`src/rtl/xfer_countdown.sv`:
```
module xfer_countdown #(
  parameter int WIDTH = 24
) (
  input  logic             clk,
  input  logic             rst_n,
  input  logic             cnt_clr,
  input  logic             load_en,
  input  logic [WIDTH-1:0] load_val,
  input  logic             dec_en,
  output logic [WIDTH-1:0] count_q,
  output logic             zero_n,
  output logic             eot,
  output logic             tc_pulse
);

  localparam logic [WIDTH-1:0] ONE = WIDTH'(1);

  logic [WIDTH-1:0] cnt_r;
  logic             eot_r;
  logic             tc_r;

  wire at_zero = (cnt_r == '0);
  wire at_one  = (cnt_r == ONE);
  wire do_dec  = dec_en && !at_zero;

  always_ff @(posedge clk or negedge rst_n) begin
    if (!rst_n) begin
      cnt_r <= '0;
      eot_r <= 1'b0;
      tc_r  <= 1'b0;
    end else if (cnt_clr) begin
      cnt_r <= '0;
      eot_r <= 1'b0;
      tc_r  <= 1'b0;
    end else if (load_en) begin
      cnt_r <= load_val;
      eot_r <= 1'b0;
      tc_r  <= 1'b0;
    end else if (do_dec) begin
      cnt_r <= cnt_r - ONE;
      eot_r <= eot_r | at_one;
      tc_r  <= at_one;
    end else begin
      tc_r  <= 1'b0;
    end
  end

  assign count_q  = cnt_r;
  assign zero_n   = !at_zero;
  assign eot      = eot_r;
  assign tc_pulse = tc_r;

endmodule

```
`config.mk`:
```
export PLATFORM = sky130hd
export DESIGN_NAME = xfer_countdown
export DESIGN_NICKNAME = d
export VERILOG_FILES = /design/src/rtl/xfer_countdown.sv
export SDC_FILE = /design/constraint.sdc
export NUM_CORES = 1
export LEC_CHECK = 0
export BUFFER_PORTS_ARGS = -buffer_cell sky130_fd_sc_hd__buf_4
export CORE_MARGIN = 5
export CORE_UTILIZATION = 30
export DETAILED_ROUTE_END_ITERATION = 7
export MAX_ROUTING_LAYER = met4
export SYNTH_ARGS = -nofsm -noshare
export SYNTH_HDL_FRONTEND = slang
export SYNTH_SLANG_ARGS = --single-unit
```
`constraint.sdc`:
```
create_clock -name clk -period 2.72 [get_ports clk]
set_input_delay 0.544 -clock clk [delete_from_list [all_inputs] [get_ports clk]]
set_output_delay 0.544 -clock clk [all_outputs]
set_load 0.05 [all_outputs]
```
==> results.py, run 1 <==
metrics = {
    "outcome": {
        "outcome": "finished clean",
    },
    "sta": {
        "finalHoldViolCount": 0,
        "period_needed_ps": 2611,
        "finalClockSkew_ps": 11.21,
        "fin_setup_tns_ps": 0,
        "hold_ws_ps": 157.0,
        "fmax_mhz": 383.0,
        "grt_setup_unrepaired": "false",
        "setup_viol": 0,
        "drv_slew": 0,
        "tightestPinTransition_ps": 525.9,
        "maxSlewHeadroom": 0.6494,
        "min_period_over_period": 0.9599,
    },
    "clock_network": {
        "cts_root_buf": "clkbuf_8",
        "htreeDepth": 1,
        "numCtsBuffers": 3,
        "clockBufferDepth": 2,
        "clk_latency_ps": 280,
        "cts_tree": "built",
        "clkSlewWorstSetupHoldPaths_ps": 100,
        "clock_sinks": 26,
    },
    "placed_design": {
        "place_area_um2": 2282,
        "place_inst": 333,
        "routabilityCongestion": 0.8115,
        "dp_hpwl_mm": 4.202,
        "numPortBuffers": 55,
    },
    "worst_setup_path": {
        "r2r-start": "count_q[0]",
        "criticalPathCategory": "flop to output port",
        "cp.required_ps": 2180,
        "r2r_end": "count_q[18]",
        "worst-r2r-cell-count": 7,
        "cp.arrival_ps": 2070,
        "cp_max_fo": 9,
        "cp-end-kind": "output port",
        "reg2reg_slack_ps": 250,
        "start_kind": "flop",
    },
    "global_routing": {
        "grt_max_degree": 38,
        "grt_pass1_wl_mm": 9.542,
        "grt_usage": 0.1643,
        "overflow": 0,
        "first_global_vias": 1907,
        "top_usage_layer": "met2",
        "met2_usage": 0.2593,
        "use_met3": 0.02017,
        "met1_usage": 0.2231,
        "antenna_found_initial": 0,
    },
    "logic_synthesis": {
        "synth_fa_ha_area_frac": 0.02165,
        "synth-edff-count": 0,
        "syn_avg_cell_area_um2": 8.378,
        "synthMuxAreaShare": 0,
        "synth_top_family_by_area": "compound AO/OA/AOI/OAI gates",
        "synth_warnings": 0,
        "ys.flop_type": "dfrtp_1",
        "synth_xor_area_frac": 0.005051,
        "yosysUniqueCellTypes": 49,
        "ys_ff_latch": 26,
        "synth-compound-area-share": 0.2763,
        "syn-cell-area_um2": 1734,
        "synth-simple-area-share": 0.2763,
        "post_synth_inst_count": 207,
        "ys_async_sr_fraction": 1.000,
        "syn-num-nets": 239,
        "seq_area_frac_synth": 0.3752,
    },
    "route": {
        "drt-vias-per-instance": 5.715,
        "vias": 1926,
        "drt_iter0_drc": 220,
        "ant_nets": 0,
        "routed_wl_mm": 5.796,
        "wl_per_cell_um": 17.20,
        "drc": 0,
        "first_pass_iters": 4,
    },
    "die": {
        "core_area_um2": 5574,
        "initial_core_util": 0.3111,
        "die_w_um": 86.03,
        "io_pins": 56,
        "die_area_um2": 7401,
        "dieHeight_um": 86.03,
        "rows": 27,
    },
    "finish": {
        "design_area_um2": 2331,
        "num_antenna_cells": 0,
        "syn2layout_area_growth_pct": 34.42,
        "layout.cells.non_filler": 337,
        "nNetsFinal": 298,
        "drive_above_1_share": 0.3057,
    },
    "power": {
        "ir_drop_v": 0.0002003,
        "power.density_nw_per_um2": 513.6,
        "total_leakage_power_uw": 0.001010,
    },
    "job": {
        "drv_cap": 0,
    },
    "hold_path": {
        "worstHoldPathType": "input port to async pin",
    },
}
[report_power, final]
| part | internal [uW] | switching (uW) |
|---|---|---|
| Sequential | 419 | 49.7 |
| Combinational | 175 | 312 |
| Clock | 105 | 136 |
[state kept, by name, summed over array words and instances (netlist names)]
register / count
tc_pulse: 1
count_q: 24
eot: 1
[logic make-up after synthesis]
group,after synthesis
adders and majority gates,3
xor gates and xnor gates,1
buffers and inverters,20
and+or+nand+nor,89
DFF,26
AOI/OAI and AO/OA,68
[metal layers]
metal	routed length [um]	vias up	part of all wire
met5	0	-	0
met4	46	0	0.0079
met1	2654	930	0.46
met2	2728	67	0.47
li1	-	924	-
met3	366	5	0.063
[how the worst max path moves through the flow]
stage | cells after the start | endpoint | startpoint
detailed placement | 7 | count_q[18] | count_q[0]
global placement | 7 | count_q[18] | count_q[0]
CTS | 7 | count_q[18] | count_q[0]
global route | 4 | zero_n | count_q[6]
floorplan | 7 | count_q[18] | count_q[0]
finish | 4 | zero_n | count_q[8]
[placed cells by master (no fill, tap or decap), types with 6 or more instances in the layout]
master and instances:
dfrtp_1 24, nor3_1 18, nor2_1 17, inv_1 7, or3_1 6, buf_4 67
a21oi_1 14, o21ai_0 14, nand3_1 6, nand2_1 15, o211ai_1 7
[synth_stat cells (all sizes together) (2+ instances only)]
| cell type | instances | share of area |
|---|---|---|
| a21oi | 14 | 0.040 |
| a31oi | 2 | 0.0072 |
| and4 | 2 | 0.010 |
| buf | 4 | 0.011 |
| clkbuf | 9 | 0.019 |
| dfrtp | 26 | 0.38 |
| ha | 3 | 0.022 |
| inv | 7 | 0.015 |
| nand2 | 15 | 0.032 |
| nand2b | 2 | 0.0072 |
| nand3 | 6 | 0.017 |
| nand4 | 3 | 0.011 |
| nor2 | 17 | 0.037 |
| nor3 | 18 | 0.052 |
| nor4 | 5 | 0.018 |
| o211ai | 7 | 0.030 |
| o21a | 3 | 0.013 |
| o21ai | 14 | 0.040 |
| o21bai | 2 | 0.0087 |
| o22ai | 3 | 0.011 |
| o2bb2ai | 2 | 0.010 |
| o311ai | 4 | 0.020 |
| o31ai | 2 | 0.0087 |
| o41ai | 3 | 0.015 |
| or3 | 7 | 0.026 |
| or4 | 8 | 0.040 |
[worst max-delay path, stage by stage, from the launching register on]
cell and delay (ps):
dfrtp_1 480, nor4_1 470, nand2_1 210, or3_1 420, buf_4 200
[stage by stage]
step                      setup slack (ps)  total power (uW)    util
after floorplan                      54.88             771.2       -
after global placement               137.0             958.0  0.4094
after detailed placement             83.35             960.1  0.4094
after CTS                            50.93              1197  0.4175
after global routing                 5.454              1262  0.4182
final                                109.0              1197  0.4182
[timing repair]
action / CTS / global route
buffers inserted: 0 / 0
setup endpoints to repair: 0 / 1
resized for setup: 0 / 1
hold buffers: 0 / 0
[area by class of cell]
class / count / area [um^2]
fill: 593 / 3243
timing repair buffer: 67 / 503.0
clock buffer: 4 / 45.04
sequential: 26 / 653.1
inverter: 7 / 26.28
multi-input combinational: 161 / 1013
tap: 72 / 90.09
No activity file was read; power rests on OpenSTA's default activity.
==> inputs of run 2 (changes only) <==
==> constraint.sdc (replaced) <==
create_clock -name clk -period 2.72 [get_ports clk]
set_input_delay 0.272 -clock clk [delete_from_list [all_inputs] [get_ports clk]]
set_output_delay 0.272 -clock clk [all_outputs]
set_load 0.05 [all_outputs]
==> results.py, run 2 (synthesized netlist as in run 1, its figures left out) <==
metrics = {
    "worst_setup_path": {
        "cp.arrival_ps": 2640,
        "r2r-start": "count_q[0]",
        "criticalPathCategory": "flop to flop",
        "worstSetupEndpoint": "count_q[18]",
        "cp.required_ps": 2900,
        "reg2reg_slack_ps": 260,
        "r2r_end": "count_q[18]",
        "cp-end-kind": "flop",
        "worst-r2r-cell-count": 7,
        "cp-startpoint": "count_q[0]",
        "cp_max_fo": 6,
        "start_kind": "flop",
    },
    "clock_network": {
        "clkSlewWorstSetupHoldPaths_ps": 100,
        "cts_tree": "built",
        "clock_sinks": 26,
        "clockBufferDepth": 2,
        "numCtsBuffers": 3,
        "cts_root_buf": "clkbuf_8",
        "postCtsSetupBuffers": 0,
        "htreeDepth": 1,
        "clk_latency_ps": 280,
    },
    "sta": {
        "fmax_mhz": 406.3,
        "tightestPinTransition_ps": 528.4,
        "hold_ws_ps": 216.8,
        "period_needed_ps": 2462,
        "fin_setup_tns_ps": 0,
        "finalHoldViolCount": 0,
        "maxSlewHeadroom": 0.6478,
        "setup_viol": 0,
        "drv_slew": 0,
        "grt_setup_unrepaired": "false",
        "finalClockSkew_ps": 7.785,
        "finalWorstSetupSlack_ps": 258.5,
        "min_period_over_period": 0.9050,
    },
    "die": {
        "initial_core_util": 0.3111,
        "die_w_um": 86.03,
        "dieHeight_um": 86.03,
        "io_pins": 56,
        "rows": 27,
        "die_area_um2": 7401,
        "core_area_um2": 5574,
    },
    "route": {
        "drc": 0,
        "drt-vias-per-instance": 5.577,
        "ant_nets": 0,
        "first_pass_iters": 4,
        "routed_wl_mm": 5.674,
        "drt_iter0_drc": 165,
        "vias": 1874,
        "wl_per_cell_um": 16.89,
    },
    "finish": {
        "nNetsFinal": 297,
        "largest_reg_flops": 24,
        "final_common_cell": "buf_4",
        "drive_above_1_share": 0.3030,
        "syn2layout_area_growth_pct": 36.36,
        "design_area_um2": 2365,
        "num_antenna_cells": 0,
        "layout_common_cells": "buf_4 (64), dfrtp_1 (24), nor3_1 (18)",
        "nFillCells": 583,
    },
    "global_routing": {
        "antenna_found_initial": 0,
        "overflow": 0,
        "grt_usage": 0.1609,
        "first_global_vias": 1849,
        "grt_pass1_wl_mm": 9.246,
        "grt_max_degree": 38,
    },
    "power": {
        "power.density_nw_per_um2": 543.6,
        "ir_drop_v": 0.0002533,
        "total_leakage_power_uw": 0.001023,
        "fin_total_pwr_uw": 1285,
    },
    "hold_path": {
        "worstHoldPathType": "input port to flop",
    },
    "placed_design": {
        "dp_hpwl_mm": 4.079,
        "pre_cts_ws_ps": 89.29,
        "numPortBuffers": 55,
        "place_area_um2": 2280,
        "routabilityCongestion": 0.8173,
    },
    "job": {
        "drv_cap": 0,
    },
    "outcome": {
        "outcome": "finished clean",
    },
}
==> run 2: cell types whose count changed in the layout (fill, tap and decap cells not counted) <==
cell           change
clkbuf_1           -1
dlygate4sd3_1      +1
buf_12             +1
buf_4              -3
bufinv_16          +1
==> run 2: worst min-delay path by stage <==
stage                 startpoint     endpoint  slack (ps)  depth (start not counted)
floorplan                  rst_n   count_q[0]         -20                          0
global placement           rst_n          eot         210                          1
detailed placement         rst_n          eot         210                          1
CTS                 load_val[16]  count_q[16]         220                          3
global route        load_val[16]  count_q[16]         220                          3
finish               load_val[0]   count_q[0]         220                          3
==> run 2: final cells by class <==
class	count	area, um^2	area share
repair buffers	66	510.5	0.2159
inverters	7	26.28	0.01111
clock buffers	3	41.29	0.01746
well taps	72	90.09	0.03810
flip-flops and latches	26	653.1	0.2762
multi-input cells	161	1013	0.4286
clock inverters	1	30.03	0.01270
==> run 2: layer usage <==
layer	vias to the layer above	GRT usage	wire, um
met4	0	0.04748	37
met2	80	0.2418	2579
met1	875	0.2205	2621
met5	-	-	0
met3	4	0.02786	436
li1	915	-	-
==> run 2: what timing repair did <==
action                     in CTS  in global routing
setup endpoints to repair       0                  1
gates resized for setup         0                  1
hold buffers                    1                  0
hold endpoints to repair       26                  0
==> run 2: critical path, stage by stage, from the launching register on <==
cell and delay [ps]:
dfrtp_2 450, inv_1 120, ha_1 180, or4b_4 500
or4_4 480, a211oi_4 260, nor3_1 80, a2111oi_2 280
==> run 2: per-stage QoR <==
| stage | util | instances |
|---|---|---|
| after floorplan | - | 207 |
| after global placement | 0.4090 | 331 |
| after detailed placement | 0.4090 | 331 |
| after CTS | 0.4236 | 336 |
| after global routing | 0.4242 | 336 |
| final | 0.4242 | 336 |
==> run 2: where the power goes <==
| part | switching (uW) | leakage [uW] | internal, uW |
|---|---|---|---|
| clock | 137 | 0.0000357 | 197 |
| sequential | 49.7 | 0.000340 | 419 |
| combinational | 307 | 0.000647 | 175 |
| total | 494 | 0.00102 | 792 |
==> inputs of run 3 (changes only) <==
--- a/config.mk
+++ b/config.mk
@@ -6,7 +6,7 @@
 export NUM_CORES = 1
 export LEC_CHECK = 0
 export BUFFER_PORTS_ARGS = -buffer_cell sky130_fd_sc_hd__buf_4
-export CORE_MARGIN = 5
+export CORE_MARGIN = 1
 export CORE_UTILIZATION = 30
 export DETAILED_ROUTE_END_ITERATION = 7
 export MAX_ROUTING_LAYER = met4
==> results.py, run 3 (synthesized netlist as in run 1, its figures left out) <==
metrics = {
    "global_routing": {
        "grt_pass1_wl_mm": 8.666,
        "overflow": 0,
        "first_global_vias": 1710,
        "grt_usage": 0.1849,
        "grt_max_degree": 38,
        "antenna_found_initial": 0,
    },
    "finish": {
        "largest_reg_flops": 24,
        "nNetsFinal": 297,
        "num_antenna_cells": 0,
        "layout_common_cells": "buf_4 (65), dfrtp_1 (24), nor3_1 (18)",
        "design_area_um2": 2326,
        "syn2layout_area_growth_pct": 34.13,
        "nFillCells": 602,
        "drive_above_1_share": 0.2992,
        "final_common_cell": "buf_4",
    },
    "placed_design": {
        "place_area_um2": 2267,
        "pre_cts_ws_ps": 110.7,
        "routabilityCongestion": 0.8381,
        "dp_hpwl_mm": 3.821,
        "numPortBuffers": 55,
    },
    "route": {
        "vias": 1847,
        "wl_per_cell_um": 16.04,
        "drt-vias-per-instance": 5.497,
        "drc": 0,
        "first_pass_iters": 4,
        "drt_iter0_drc": 180,
        "ant_nets": 0,
        "routed_wl_mm": 5.389,
    },
    "sta": {
        "finalClockSkew_ps": 12.23,
        "fin_setup_tns_ps": 0,
        "finalHoldViolCount": 0,
        "drv_slew": 0,
        "tightestPinTransition_ps": 600.5,
        "grt_setup_unrepaired": "false",
        "setup_viol": 0,
        "fmax_mhz": 395.3,
        "min_period_over_period": 0.9300,
        "maxSlewHeadroom": 0.5966,
        "period_needed_ps": 2529,
        "finalWorstSetupSlack_ps": 190.5,
    },
    "worst_setup_path": {
        "cp-startpoint": "count_q[17]",
        "cp_num_buf_inv": 1,
        "r2r-start": "count_q[0]",
        "path_delay_family": "simple AND/OR/NAND/NOR gates",
        "start_kind": "flop",
        "cp.arrival_ps": 2260,
        "cp-end-kind": "output port",
        "cp_max_fo": 6,
        "critPathMaxStageDelay_ps": 530,
        "cp.required_ps": 2450,
        "path_cells": "nor3_1, nand4_1, or3_1, buf_4",
        "critPathSlowestCell": "nor3_1",
        "criticalPathCategory": "flop to output port",
    },
    "die": {
        "die_area_um2": 6089,
        "core_area_um2": 5540,
        "dieHeight_um": 78.03,
        "initial_core_util": 0.3130,
        "rows": 27,
        "io_pins": 56,
        "die_w_um": 78.03,
    },
    "power": {
        "total_leakage_power_uw": 0.001006,
        "ir_drop_v": 0.0002055,
        "power.density_nw_per_um2": 509.8,
    },
    "clock_network": {
        "cts_root_buf": "clkbuf_8",
        "cts_tree": "built",
        "htreeDepth": 1,
        "clock_sinks": 26,
        "numCtsBuffers": 3,
        "postCtsSetupBuffers": 0,
        "clockBufferDepth": 2,
        "clk_latency_ps": 280,
        "clkSlewWorstSetupHoldPaths_ps": 100,
    },
    "hold_path": {
        "worstHoldStart": "load_val[0]",
        "worstHoldPathType": "input port to flop",
    },
    "job": {
        "drv_cap": 0,
    },
    "outcome": {
        "outcome": "finished clean",
    },
}
==> run 3: final cells by class <==
cell class	count	area [um^2]	area share
Clock buffer	4	45.04	0.01937
Inverter	7	26.28	0.01130
Multi-Input combinational cell	161	1013	0.4357
Sequential cell	26	653.1	0.2808
Tap cell	72	90.09	0.03873
Timing Repair Buffer	66	498.0	0.2141
==> run 3: final timing paths <==
| check | slack, ps | to | cells after the start |
|---|---|---|---|
| max in group asynchronous | 2000 | count_q[1] | 2 |
| hold reg to reg | 510 | eot | 1 |
| setup reg to reg | 250 | count_q[18] | 7 |
| setup / recovery | 190 | zero_n | 4 |
| hold / removal | 200 | count_q[0] | 3 |
| min in group asynchronous | 440 | eot | 2 |
==> run 3: worst reg2reg max path, delay by kind of cell, from the launching register on <==
family,cells,cell delay [ps]
and+or+nand+nor,3,1070
AOI/OAI and AO/OA,2,530
DFF,1,460
adders and majority gates,1,190
buffers and inverters,1,120
==> run 3: repair_timing <==
| item | CTS | global route |
|---|---|---|
| hold buffers | 1 | 0 |
| endpoints found under the setup margin | 0 | 1 |
| resized for setup | 0 | 1 |
| endpoints found under the hold margin | 26 | 0 |
==> run 3: report_power, final <==
part	switching (uW)	internal, uW	leakage [uW]
clock network	132	105	0.0000228
registers	48.2	419	0.000340
logic	309	172	0.000643
total	489	697	0.00101
==> run 3: stage by stage <==
step | hold WS, ps | util | power [uW] | std cells
after global placement | 210.0 | 0.4092 | 950.9 | 331
after CTS | 206.0 | 0.4192 | 1188 | 336
after floorplan | -23.59 | - | 771.2 | 207
after detailed placement | 210.7 | 0.4092 | 951.8 | 331
after global routing | 206.2 | 0.4198 | 1247 | 336
final | 202.2 | 0.4198 | 1186 | 336
==> run 3: routing by layer <==
metal / vias up / global-route usage / part of all wire
met5: - / - / 0
met4: 0 / 0.03519 / 0.0056
met3: 4 / 0.02326 / 0.070
met2: 63 / 0.2885 / 0.45
met1: 869 / 0.2596 / 0.47
li1: 911 / - / -
